==> config.mk <==
export PLATFORM = sky130hd
export DESIGN_NAME = spi_flash_pgm_verify
export DESIGN_NICKNAME = d
export VERILOG_FILES = /design/src/rtl/spv_pkg.sv /design/src/rtl/spv_page_buf.sv /design/src/rtl/spv_byte_engine.sv /design/src/rtl/spv_sequencer.sv /design/src/rtl/spi_flash_pgm_verify.sv
export SDC_FILE = /design/constraint.sdc
export NUM_CORES = 2
export LEC_CHECK = 0
export ABC_AREA = 1
export BUFFER_PORTS_ARGS = -buffer_cell sky130_fd_sc_hd__buf_2
export CAP_MARGIN = 5
export CORE_ASPECT_RATIO = 1.5
export CORE_UTILIZATION = 57
export DETAILED_ROUTE_END_ITERATION = 6
export PLACE_DENSITY = 0.8
export SLEW_MARGIN = 15
export SYNTH_ARGS = -nofsm -noshare
export SYNTH_HDL_FRONTEND = slang
export SYNTH_SLANG_ARGS = --single-unit
==> constraint.sdc <==
create_clock -name clk -period 2.63 [get_ports clk]
set_clock_uncertainty 0.15 [all_clocks]
set_input_delay 0.3945 -clock clk [delete_from_list [all_inputs] [get_ports clk]]
set_output_delay 0.3945 -clock clk [all_outputs]
set_load 0.01 [all_outputs]
==> src/rtl/spv_pkg.sv <==
package spv_pkg;
  localparam logic [7:0] OP_WREN = 8'h06;
  localparam logic [7:0] OP_PROG = 8'h02;
  localparam logic [7:0] OP_STAT = 8'h05;
  localparam logic [7:0] OP_READ = 8'h03;

  typedef enum logic [2:0] {
    S_IDLE, S_GAP, S_PREP, S_SEND, S_WAIT
  } seq_state_t;

  typedef enum logic [1:0] {
    F_WREN, F_PROG, F_STAT, F_READ
  } frame_t;
endpackage

==> src/rtl/spv_page_buf.sv <==
module spv_page_buf #(
  parameter int DEPTH = 256,
  parameter int DW    = 8
) (
  input  logic                     clk,
  input  logic                     we,
  input  logic [$clog2(DEPTH)-1:0] waddr,
  input  logic [DW-1:0]            wdata,
  input  logic [$clog2(DEPTH)-1:0] raddr,
  output logic [DW-1:0]            rdata
);
  logic [DW-1:0] mem [DEPTH];

  always_ff @(posedge clk) begin
    if (we) mem[waddr] <= wdata;
    rdata <= mem[raddr];
  end
endmodule

==> src/rtl/spv_byte_engine.sv <==
module spv_byte_engine #(
  parameter int HALF_DIV = 2
) (
  input  logic       clk,
  input  logic       rst,
  input  logic       go,
  input  logic [7:0] tx,
  input  logic       miso,
  output logic       sclk,
  output logic       mosi,
  output logic       active,
  output logic       done,
  output logic [7:0] rx
);
  localparam int DIVW = (HALF_DIV > 1) ? $clog2(HALF_DIV) : 1;
  localparam logic [DIVW-1:0] DIV_END = DIVW'(HALF_DIV - 1);

  logic [DIVW-1:0] div;
  logic [2:0]      bitn;
  logic [7:0]      tsh;
  logic [7:0]      rsh;

  always_ff @(posedge clk) begin
    if (rst) begin
      div    <= '0;
      bitn   <= '0;
      tsh    <= '0;
      rsh    <= '0;
      sclk   <= 1'b0;
      active <= 1'b0;
      done   <= 1'b0;
    end else begin
      done <= 1'b0;
      if (!active) begin
        if (go) begin
          active <= 1'b1;
          tsh    <= tx;
          div    <= '0;
          bitn   <= '0;
          sclk   <= 1'b0;
        end
      end else if (div == DIV_END) begin
        div <= '0;
        if (!sclk) begin
          sclk <= 1'b1;
          rsh  <= {rsh[6:0], miso};
        end else begin
          sclk <= 1'b0;
          if (bitn == 3'd7) begin
            active <= 1'b0;
            done   <= 1'b1;
          end else begin
            bitn <= bitn + 3'd1;
            tsh  <= {tsh[6:0], 1'b0};
          end
        end
      end else begin
        div <= div + DIVW'(1);
      end
    end
  end

  assign mosi = tsh[7];
  assign rx   = rsh;


  sclk_only_active_chk: assert property (@(posedge clk) disable iff (rst)
    sclk |-> active);


  done_sclk_low_chk: assert property (@(posedge clk) disable iff (rst)
    done |-> (!sclk && !active));
endmodule

==> src/rtl/spv_sequencer.sv <==
module spv_sequencer
  import spv_pkg::*;
#(
  parameter int PAGE_BYTES  = 256,
  parameter int HALF_DIV    = 2,
  parameter int POLL_LIMIT  = 1024,
  parameter int CS_GAP_SCLK = 2
) (
  input  logic                          clk,
  input  logic                          rst,
  input  logic                          start,
  input  logic [23:0]                   page_addr,
  input  logic                          eng_active,
  input  logic                          eng_done,
  input  logic [7:0]                    eng_rx,
  input  logic [7:0]                    buf_rdata,
  output logic [$clog2(PAGE_BYTES)-1:0] buf_raddr,
  output logic                          eng_go,
  output logic [7:0]                    eng_tx,
  output logic                          cs_n,
  output logic                          busy,
  output logic                          done,
  output logic                          pass,
  output logic                          timeout,
  output logic [$clog2(PAGE_BYTES)-1:0] mism_off
);
  localparam int AW       = $clog2(PAGE_BYTES);
  localparam int IW       = $clog2(PAGE_BYTES + 4);
  localparam int GAP_CLKS = 2 * CS_GAP_SCLK * HALF_DIV;
  localparam int GW       = $clog2(GAP_CLKS + 1);
  localparam int PW       = (POLL_LIMIT > 1) ? $clog2(POLL_LIMIT) : 1;
  localparam logic [IW-1:0] LAST_BULK = IW'(PAGE_BYTES + 3);
  localparam logic [IW-1:0] HDR_LEN   = IW'(4);

  seq_state_t     state;
  frame_t         frame;
  logic [IW-1:0]  idx;
  logic [GW-1:0]  gcnt;
  logic [PW-1:0]  pcnt;
  logic [23:0]    addr_q;
  logic           miss_seen;

  logic [7:0]     byte_now;
  logic [IW-1:0]  last_idx;
  logic           mism_now;
  logic [IW-1:0]  data_off;

  assign data_off  = idx - HDR_LEN;
  assign buf_raddr = data_off[AW-1:0];

  always_comb begin
    unique case (frame)
      F_WREN:  last_idx = '0;
      F_STAT:  last_idx = IW'(1);
      default: last_idx = LAST_BULK;
    endcase
  end

  always_comb begin
    byte_now = 8'h00;
    if (idx == '0) begin
      unique case (frame)
        F_WREN: byte_now = OP_WREN;
        F_PROG: byte_now = OP_PROG;
        F_STAT: byte_now = OP_STAT;
        F_READ: byte_now = OP_READ;
      endcase
    end else if (frame == F_PROG || frame == F_READ) begin
      if (idx == IW'(1))      byte_now = addr_q[23:16];
      else if (idx == IW'(2)) byte_now = addr_q[15:8];
      else if (idx == IW'(3)) byte_now = addr_q[7:0];
      else if (frame == F_PROG) byte_now = buf_rdata;
    end
  end

  assign mism_now = (frame == F_READ) && (idx >= HDR_LEN) && (eng_rx != buf_rdata);

  always_ff @(posedge clk) begin
    if (rst) begin
      state     <= S_IDLE;
      frame     <= F_WREN;
      idx       <= '0;
      gcnt      <= '0;
      pcnt      <= '0;
      addr_q    <= '0;
      miss_seen <= 1'b0;
      eng_go    <= 1'b0;
      eng_tx    <= '0;
      cs_n      <= 1'b1;
      busy      <= 1'b0;
      done      <= 1'b0;
      pass      <= 1'b0;
      timeout   <= 1'b0;
      mism_off  <= '0;
    end else begin
      eng_go <= 1'b0;
      done   <= 1'b0;
      unique case (state)
        S_IDLE: begin
          if (start) begin
            addr_q    <= page_addr;
            frame     <= F_WREN;
            gcnt      <= '0;
            miss_seen <= 1'b0;
            pass      <= 1'b0;
            timeout   <= 1'b0;
            mism_off  <= '0;
            busy      <= 1'b1;
            state     <= S_GAP;
          end
        end
        S_GAP: begin
          if (gcnt == GW'(GAP_CLKS - 1)) begin
            cs_n  <= 1'b0;
            idx   <= '0;
            state <= S_PREP;
          end else begin
            gcnt <= gcnt + GW'(1);
          end
        end
        S_PREP: state <= S_SEND;
        S_SEND: begin
          eng_go <= 1'b1;
          eng_tx <= byte_now;
          state  <= S_WAIT;
        end
        S_WAIT: begin
          if (eng_done) begin
            if (mism_now && !miss_seen) begin
              miss_seen <= 1'b1;
              mism_off  <= data_off[AW-1:0];
            end
            if (idx == last_idx) begin
              cs_n  <= 1'b1;
              gcnt  <= '0;
              state <= S_GAP;
              unique case (frame)
                F_WREN: frame <= F_PROG;
                F_PROG: begin
                  frame <= F_STAT;
                  pcnt  <= '0;
                end
                F_STAT: begin
                  if (eng_rx[0]) begin
                    if (pcnt == PW'(POLL_LIMIT - 1)) begin
                      timeout <= 1'b1;
                      done    <= 1'b1;
                      busy    <= 1'b0;
                      state   <= S_IDLE;
                    end else begin
                      pcnt <= pcnt + PW'(1);
                    end
                  end else begin
                    frame <= F_READ;
                  end
                end
                F_READ: begin
                  pass  <= !(miss_seen || mism_now);
                  done  <= 1'b1;
                  busy  <= 1'b0;
                  state <= S_IDLE;
                end
              endcase
            end else begin
              idx   <= idx + IW'(1);
              state <= S_PREP;
            end
          end
        end
        default: state <= S_IDLE;
      endcase
    end
  end

  // Checker-only count of consecutive clocks with select high.
  logic [GW-1:0] hi_run;
  always_ff @(posedge clk) begin
    if (rst) hi_run <= '0;
    else if (!cs_n) hi_run <= '0;
    else if (hi_run != GW'(GAP_CLKS)) hi_run <= hi_run + GW'(1);
  end


  cs_hold_in_byte_chk: assert property (@(posedge clk) disable iff (rst)
    eng_active |-> !cs_n);


  cs_gap_len_chk: assert property (@(posedge clk) disable iff (rst)
    $fell(cs_n) |-> (hi_run == GW'(GAP_CLKS)));


  done_one_cycle_chk: assert property (@(posedge clk) disable iff (rst)
    done |=> !done);


  done_ends_busy_chk: assert property (@(posedge clk) disable iff (rst)
    done |-> !busy);


  timeout_no_pass_chk: assert property (@(posedge clk) disable iff (rst)
    timeout |-> !pass);


  addr_hold_busy_chk: assert property (@(posedge clk) disable iff (rst)
    (busy && start) |=> $stable(addr_q));
endmodule

==> src/rtl/spi_flash_pgm_verify.sv <==
module spi_flash_pgm_verify #(
  parameter int PAGE_BYTES  = 256,
  parameter int HALF_DIV    = 2,
  parameter int POLL_LIMIT  = 1024,
  parameter int CS_GAP_SCLK = 2,
  localparam int AW         = $clog2(PAGE_BYTES)
) (
  input  logic          clk,
  input  logic          rst,
  input  logic          start,
  input  logic [23:0]   page_addr,
  input  logic          buf_we,
  input  logic [AW-1:0] buf_addr,
  input  logic [7:0]    buf_wdata,
  input  logic          spi_miso,
  output logic          spi_cs_n,
  output logic          spi_sclk,
  output logic          spi_mosi,
  output logic          busy,
  output logic          done,
  output logic          pass,
  output logic          timeout,
  output logic [AW-1:0] mism_off
);
  logic [AW-1:0] rd_addr;
  logic [7:0]    rd_data;
  logic          eng_go;
  logic [7:0]    eng_tx;
  logic          eng_active;
  logic          eng_done;
  logic [7:0]    eng_rx;

  spv_page_buf #(.DEPTH(PAGE_BYTES), .DW(8)) u_buf (
    .clk   (clk),
    .we    (buf_we),
    .waddr (buf_addr),
    .wdata (buf_wdata),
    .raddr (rd_addr),
    .rdata (rd_data)
  );

  spv_byte_engine #(.HALF_DIV(HALF_DIV)) u_eng (
    .clk    (clk),
    .rst    (rst),
    .go     (eng_go),
    .tx     (eng_tx),
    .miso   (spi_miso),
    .sclk   (spi_sclk),
    .mosi   (spi_mosi),
    .active (eng_active),
    .done   (eng_done),
    .rx     (eng_rx)
  );

  spv_sequencer #(
    .PAGE_BYTES  (PAGE_BYTES),
    .HALF_DIV    (HALF_DIV),
    .POLL_LIMIT  (POLL_LIMIT),
    .CS_GAP_SCLK (CS_GAP_SCLK)
  ) u_seq (
    .clk        (clk),
    .rst        (rst),
    .start      (start),
    .page_addr  (page_addr),
    .eng_active (eng_active),
    .eng_done   (eng_done),
    .eng_rx     (eng_rx),
    .buf_rdata  (rd_data),
    .buf_raddr  (rd_addr),
    .eng_go     (eng_go),
    .eng_tx     (eng_tx),
    .cs_n       (spi_cs_n),
    .busy       (busy),
    .done       (done),
    .pass       (pass),
    .timeout    (timeout),
    .mism_off   (mism_off)
  );


  sclk_idle_when_deselected_chk: assert property (@(posedge clk) disable iff (rst)
    spi_cs_n |-> !spi_sclk);
endmodule

After elaboration in Yosys (flattened, before gate mapping)
Memory sizes are Yosys's and may differ from the RTL's. A register that Yosys moved wholly into a read port is not among the register bits.
Index checks and enable logic that the tools add are counted.
{ "classes": {"add_sub_neg": 6, "n_lt_le_gt_ge": 1, "n_eq_ne": 36, "mux": 91, "n_bitwise": 6, "n_reduce_logical": 31} }
{ "ops": {"columns": ["op", "count"], "rows": [
  ["$mux W8", 14],
  ["$mux W1", 37],
  ["$pmux W9 S2", 2],
  ["$pmux W8 S4", 1],
  ["$mux W3", 10],
  ["$mux W9", 3],
  ["$mux W10", 2],
  ["$ne A2 B2 Y1 const B", 10],
  ["$pmux W10 S2", 1],
  ["$eq A9 B2 Y1 const B", 2],
  ["$mux W4", 4],
  ["$pmux W8 S2", 1],
  ["$reduce_and A4 Y1", 4],
  ["$pmux W3 S5", 1],
  ["$pmux W1 S2", 7],
  ["$reduce_and A7 Y1", 2],
  ["$ne A2 B1 Y1 const B", 6],
  ["$pmux W4 S3", 1],
  ["$reduce_and A6 Y1", 2],
  ["$add A10 B1 Y10 const B", 1],
  ["$eq A10 B10 Y1 const B", 1],
  ["$reduce_and A5 Y1", 2],
  ["$add A9 B1 Y9 const B", 1],
  ["$eq A9 B1 Y1 const B", 1],
  ["other kinds (32)", 55]
]} }
{ "totals": {"ff_bits": 98, "ram_bits": 2048, "input_bits": 45, "output_inout_bits": 15, "elab_cells": 194, "n_memories": 1} }
{ "mem_list": {"columns": ["memory", "depth", "word_bits", "read_ports", "rd_clocked_by_memory_dff", "wr", "line", "source"], "rows": [
  ["u_buf.mem", 256, 8, 1, 1, 1, "spv_page_buf.sv:12", "logic [DW-1:0] mem [DEPTH];"]
]} }

Longest topological paths before layout
{ "logic_depth": {"depth_word": 9, "mapped_depth": 15} }

Hierarchy
Synthesis repeated with hierarchy kept, for this count alone.
{ "hier_totals": {"cells_unflattened": 7792, "hier_area_um2": 88850.2} }
{ "modules_own_cells": {"columns": ["mod", "n_inst", "cells_per_inst", "area_each_um2", "seq_area_each_um2"], "rows": [
  ["spv_page_buf", 1, 7003, 83396.2, 61659.1],
  ["spv_sequencer", 1, 626, 4370.4, 1501.4],
  ["spv_byte_engine", 1, 163, 1083.5, 460.4]
]} }

Least setup slack after synthesis
No wires, ideal clock.
{ "synth_timing": {"kind": "flip-flop to flip-flop", "start": "register u_seq.idx[2]", "end": "register u_buf.rdata[4], read port of u_buf.mem", "t_arrival_ns": 2.295, "setup_slack_ns": 0.072, "path_stages_with_launch": 16, "n_path_buf": 5, "period_less_slack_ns": 2.558, "path_cell_list": "dfxtp_1 buf_2 inv_2 buf_2 buf_2 ha_1 inv_1 clkbuf_1 clkbuf_1 nand3_1 nand3_1 nand3_1 nand3_1 nand2_1 nand2_1 nand2_1"} }
{ "synth_via": {"elab_chain_len": 1} }
{ "synth_rtl": {"columns": ["item", "line", "source"], "rows": [
  ["start, declared", "spv_sequencer.sv:37", "logic [IW-1:0] idx;"],
  ["start signal, assigned", "spv_sequencer.sv:165", "idx <= idx + IW'(1);"],
  ["$sub A8 B3 Y8", "spv_sequencer.sv:48", "assign data_off = idx - HDR_LEN;"],
  ["end, declared", "spv_page_buf.sv:10", "output logic [DW-1:0] rdata"]
]} }
Every way passes these cells.
A chain may end at the register's enable or synchronous reset.

Final worst setup path
{ "layout_timing": {"start": "register u_seq.idx[2]", "end": "register u_buf.rdata[2], read port of u_buf.mem"} }
Same word-level chain as after synthesis.

==> metrics.yaml <==
worst-setup-path-type: "flip-flop to flip-flop"
placedCellCount: 9803
yosysSeqAreaShare_pct: 72.02
finalSetupViolCount: 4
p_sw_mw: 13.70
drtIter0Drc: 10400
drc: 1
critical_path_required_ns: 3.25
ir_worst_vdd_mv: 0.6721
rr_worst_depth: 11
dieArea_mm2: 0.1566
slew_headroom_pct: 36.18
fin_ws_ns: -0.07241
syn_area_mm2: 0.08834
globalplace.congestion: 1.026
cts.htree.levels: 4
min_from: "rst"
yosysWarnings: 0
r2r_end: "u_buf.rdata[2]$_DFF_P_"
syn-num-nets: 7719
switching_share_pct: 20.20
gr-total-overflow: 0
p_int_mw: 54.12
p_leak_nw: 36.46
die_w_um: 323.4
hp-class: "input port to flip-flop"
combPwrFrac_pct: 2.9
clockPowerShare_pct: 41.4
vias: 64640
initial_core_util_pct: 57.55
r2r_slack_ns: -0.07
maxCapViolCount: 0
fin_cells: 10230
routed_wl_mm: 257.5
hpwl_mm: 148.2
syn_area_per_cell_um2: 11.54
seq_power_share_pct: 55.8
areaGrowthSynthToFinish_pct: 15.37
grt_max_degree: 93
viasPerCell: 6.318
final_nets: 8097
worstSetupEndpointType: "flip-flop"
core.rowCount: 176
track_usage_pct: 31.92
cts_buffer_depth: 3
synthDistinctLibCells: 43
post_drt_wl_per_cell_um: 25.17
outcome: "finished with violations"
netlist_top_cells_area: "edfxtp_1 70%, nand3_1 12%, nand2_1 9.7%"
cp-start-kind: "flip-flop"
cts_root_buffer: "clkbuf_16"
antenna_found_initial: 8
syn_inst: 7656
grt_pass1_vias: 62120
synth_top_cell_by_area: "edfxtp_1"
maxSlewViolCount: 0
rsz0062_at_grt: "true"
timing.hold.ws_ns: 0.09125
crit_path_start: "u_seq.idx[2]$_SDFFE_PP0P_"
crit-reg2reg-launch: "u_seq.idx[2]$_SDFFE_PP0P_"
die_h_um: 484.2
clock_latency_ns: 0.83
cts_buffers: 178
async_flop_share_pct: 0
path_max_fanout: 65
p_per_area_mw_per_mm2: 665.4
max_freq_ghz: 0.3700
synthMostInstantiatedCell: "nand2_1"
cts_tree: "yes"
finalCriticalPeriod_ns: 2.702
ios: 60
dominantRegCellSynth: "edfxtp_1"
tightestPinTransition_ns: 0.9550
tns_ns: -0.1123
synth_top_area_share_pct: 69.62
post-route-period-util_pct: 102.8
ys_seq_elements: 2154
grt_pass1_wl_mm: 372.8
clkSinkCount: 2154
crit_arrival_ns: 3.32
worstSetupEndpoint: "u_buf.rdata[2]$_DFF_P_"
layout-drive-gt1-share_pct: 12.03
ys_top_cells_by_count: "2274 x nand2_1, 2049 x nand3_1, 2048 x edfxtp_1, 339 x nor2_1, 244 x buf_2"
violations: "DRC, setup timing"
core_mm2: 0.1535
hold_viol: 0
synth_edf_count: 2048
dr.pass1.iters: 7
final_antenna_net_count: 0
clk_pin_slew_worst_paths_ns: 0.07
port_buffers: 59
==> area by class of cell <==
class                      instances  area (um^2)
inverter                          95        415.4
timing repair inverter             3        36.28
antenna                            5        12.51
clock inverter                   102         1280
clock buffer                     223         4843
tap                             2047         2561
multi-input combinational       4901        21810
sequential                      2154        63630
fill                           10050        51570
timing repair buffer             701         7321
==> power by group through the flow <==
stage	logic, mW	registers, mW	clock network [mW]
final	1.93	37.8	28.1
after global routing	2.05	37.8	29.2
after CTS	1.86	37.8	28.0
after detailed placement	1.73	38.6	0
after global placement	1.68	38.6	0
after floorplan	0.692	38.5	0
==> worst min-delay path by stage <==
stage	endpoint	slack (ns)	depth (start not counted)
floorplan	u_seq.addr_q[22]$_SDFFE_PP0P_	0.28	2
global placement	u_seq.busy$_SDFFE_PP0P_	0.30	2
detailed placement	u_seq.addr_q[6]$_SDFFE_PP0P_	0.30	2
CTS	u_seq.eng_go$_SDFF_PP0_	0.03	3
global route	u_seq.mism_off[7]$_SDFFE_PP0P_	0.11	3
finish	u_seq.mism_off[5]$_SDFFE_PP0P_	0.09	3
==> placed cells by master, fill, tap and decap left out, types with 44 or more instances in the layout <==
master,instances
a21oi_1,85
buf_12,96
buf_2,51
buf_4,444
clkbuf_16,198
dfxtp_1,102
dlygate4sd3_1,53
edfxtp_1,2048
inv_1,79
nand2_1,2274
nand3_1,2018
nor2_1,339
o21ai_0,44
==> kinds of logic (layout without fill, tap and decap cells) <==
kind of cell,count (synthesis),count (layout),share of synthesized area (%)
flops,2154,2154,72.02
fa+ha+maj,18,18,0.2550
simple gates,4705,4705,23.05
compound gates,161,161,0.9844
buf+inv,601,1124,3.507
other cells,0,5,0
xor+xnor,17,17,0.1855
==> critical path, cell delays in order, from the launching register on <==
cell and delay [ns]:
dfxtp_4 0.38, inv_8 0.08, buf_12 0.33, buf_16 0.37
nand3_1 0.19, nand3_1 0.18, nand3_2 0.17, nand3_2 0.17
nand3_1 0.13, nand2_1 0.12, nand2_1 0.12, nand2_1 0.13
==> metrics by stage <==
stage	utilization, %	worst slack, ns	instance area (um^2)	power [mW]
after detailed placement	61.30	-0.2438	94090	40.29
after CTS	65.92	0.001113	101200	67.68
after floorplan	-	0.07248	88340	39.23
after global placement	61.30	-0.1837	94090	40.23
final	66.40	-0.07241	101900	67.82
after global routing	66.40	-0.03691	101900	69.10
==> flip-flops by register name, indices dropped and copies added, names as in the netlist, 2 cells and up <==
signal	flops
u_seq.state	3
u_seq.idx	9
u_eng.tsh	8
u_eng.bitn	3
u_seq.gcnt	4
u_seq.frame	2
u_seq.addr_q	24
u_buf.rdata	8
u_buf.mem	2048
u_eng.rx	8
u_seq.pcnt	10
u_seq.mism_off	8
u_seq.eng_tx	8
==> layer usage <==
metal,routed length [um],vias up,track usage (%)
li1,-,27740,-
met1,82190,30640,37.59
met2,124900,5097,52.43
met3,29380,1150,6.153
met4,21040,6,22.60
met5,46,-,0.09390
==> repair_timing <==
action / in CTS / in global routing
pin swaps: 1 / 3
gates cloned: 9 / 13
hold buffers: 53 / 0
hold endpoints to repair: 305 / 0
endpoints found under the setup margin: 8 / 11
setup buffers: 6 / 17
gates resized for setup: 21 / 55
Power figures use the tool's default switching activity.
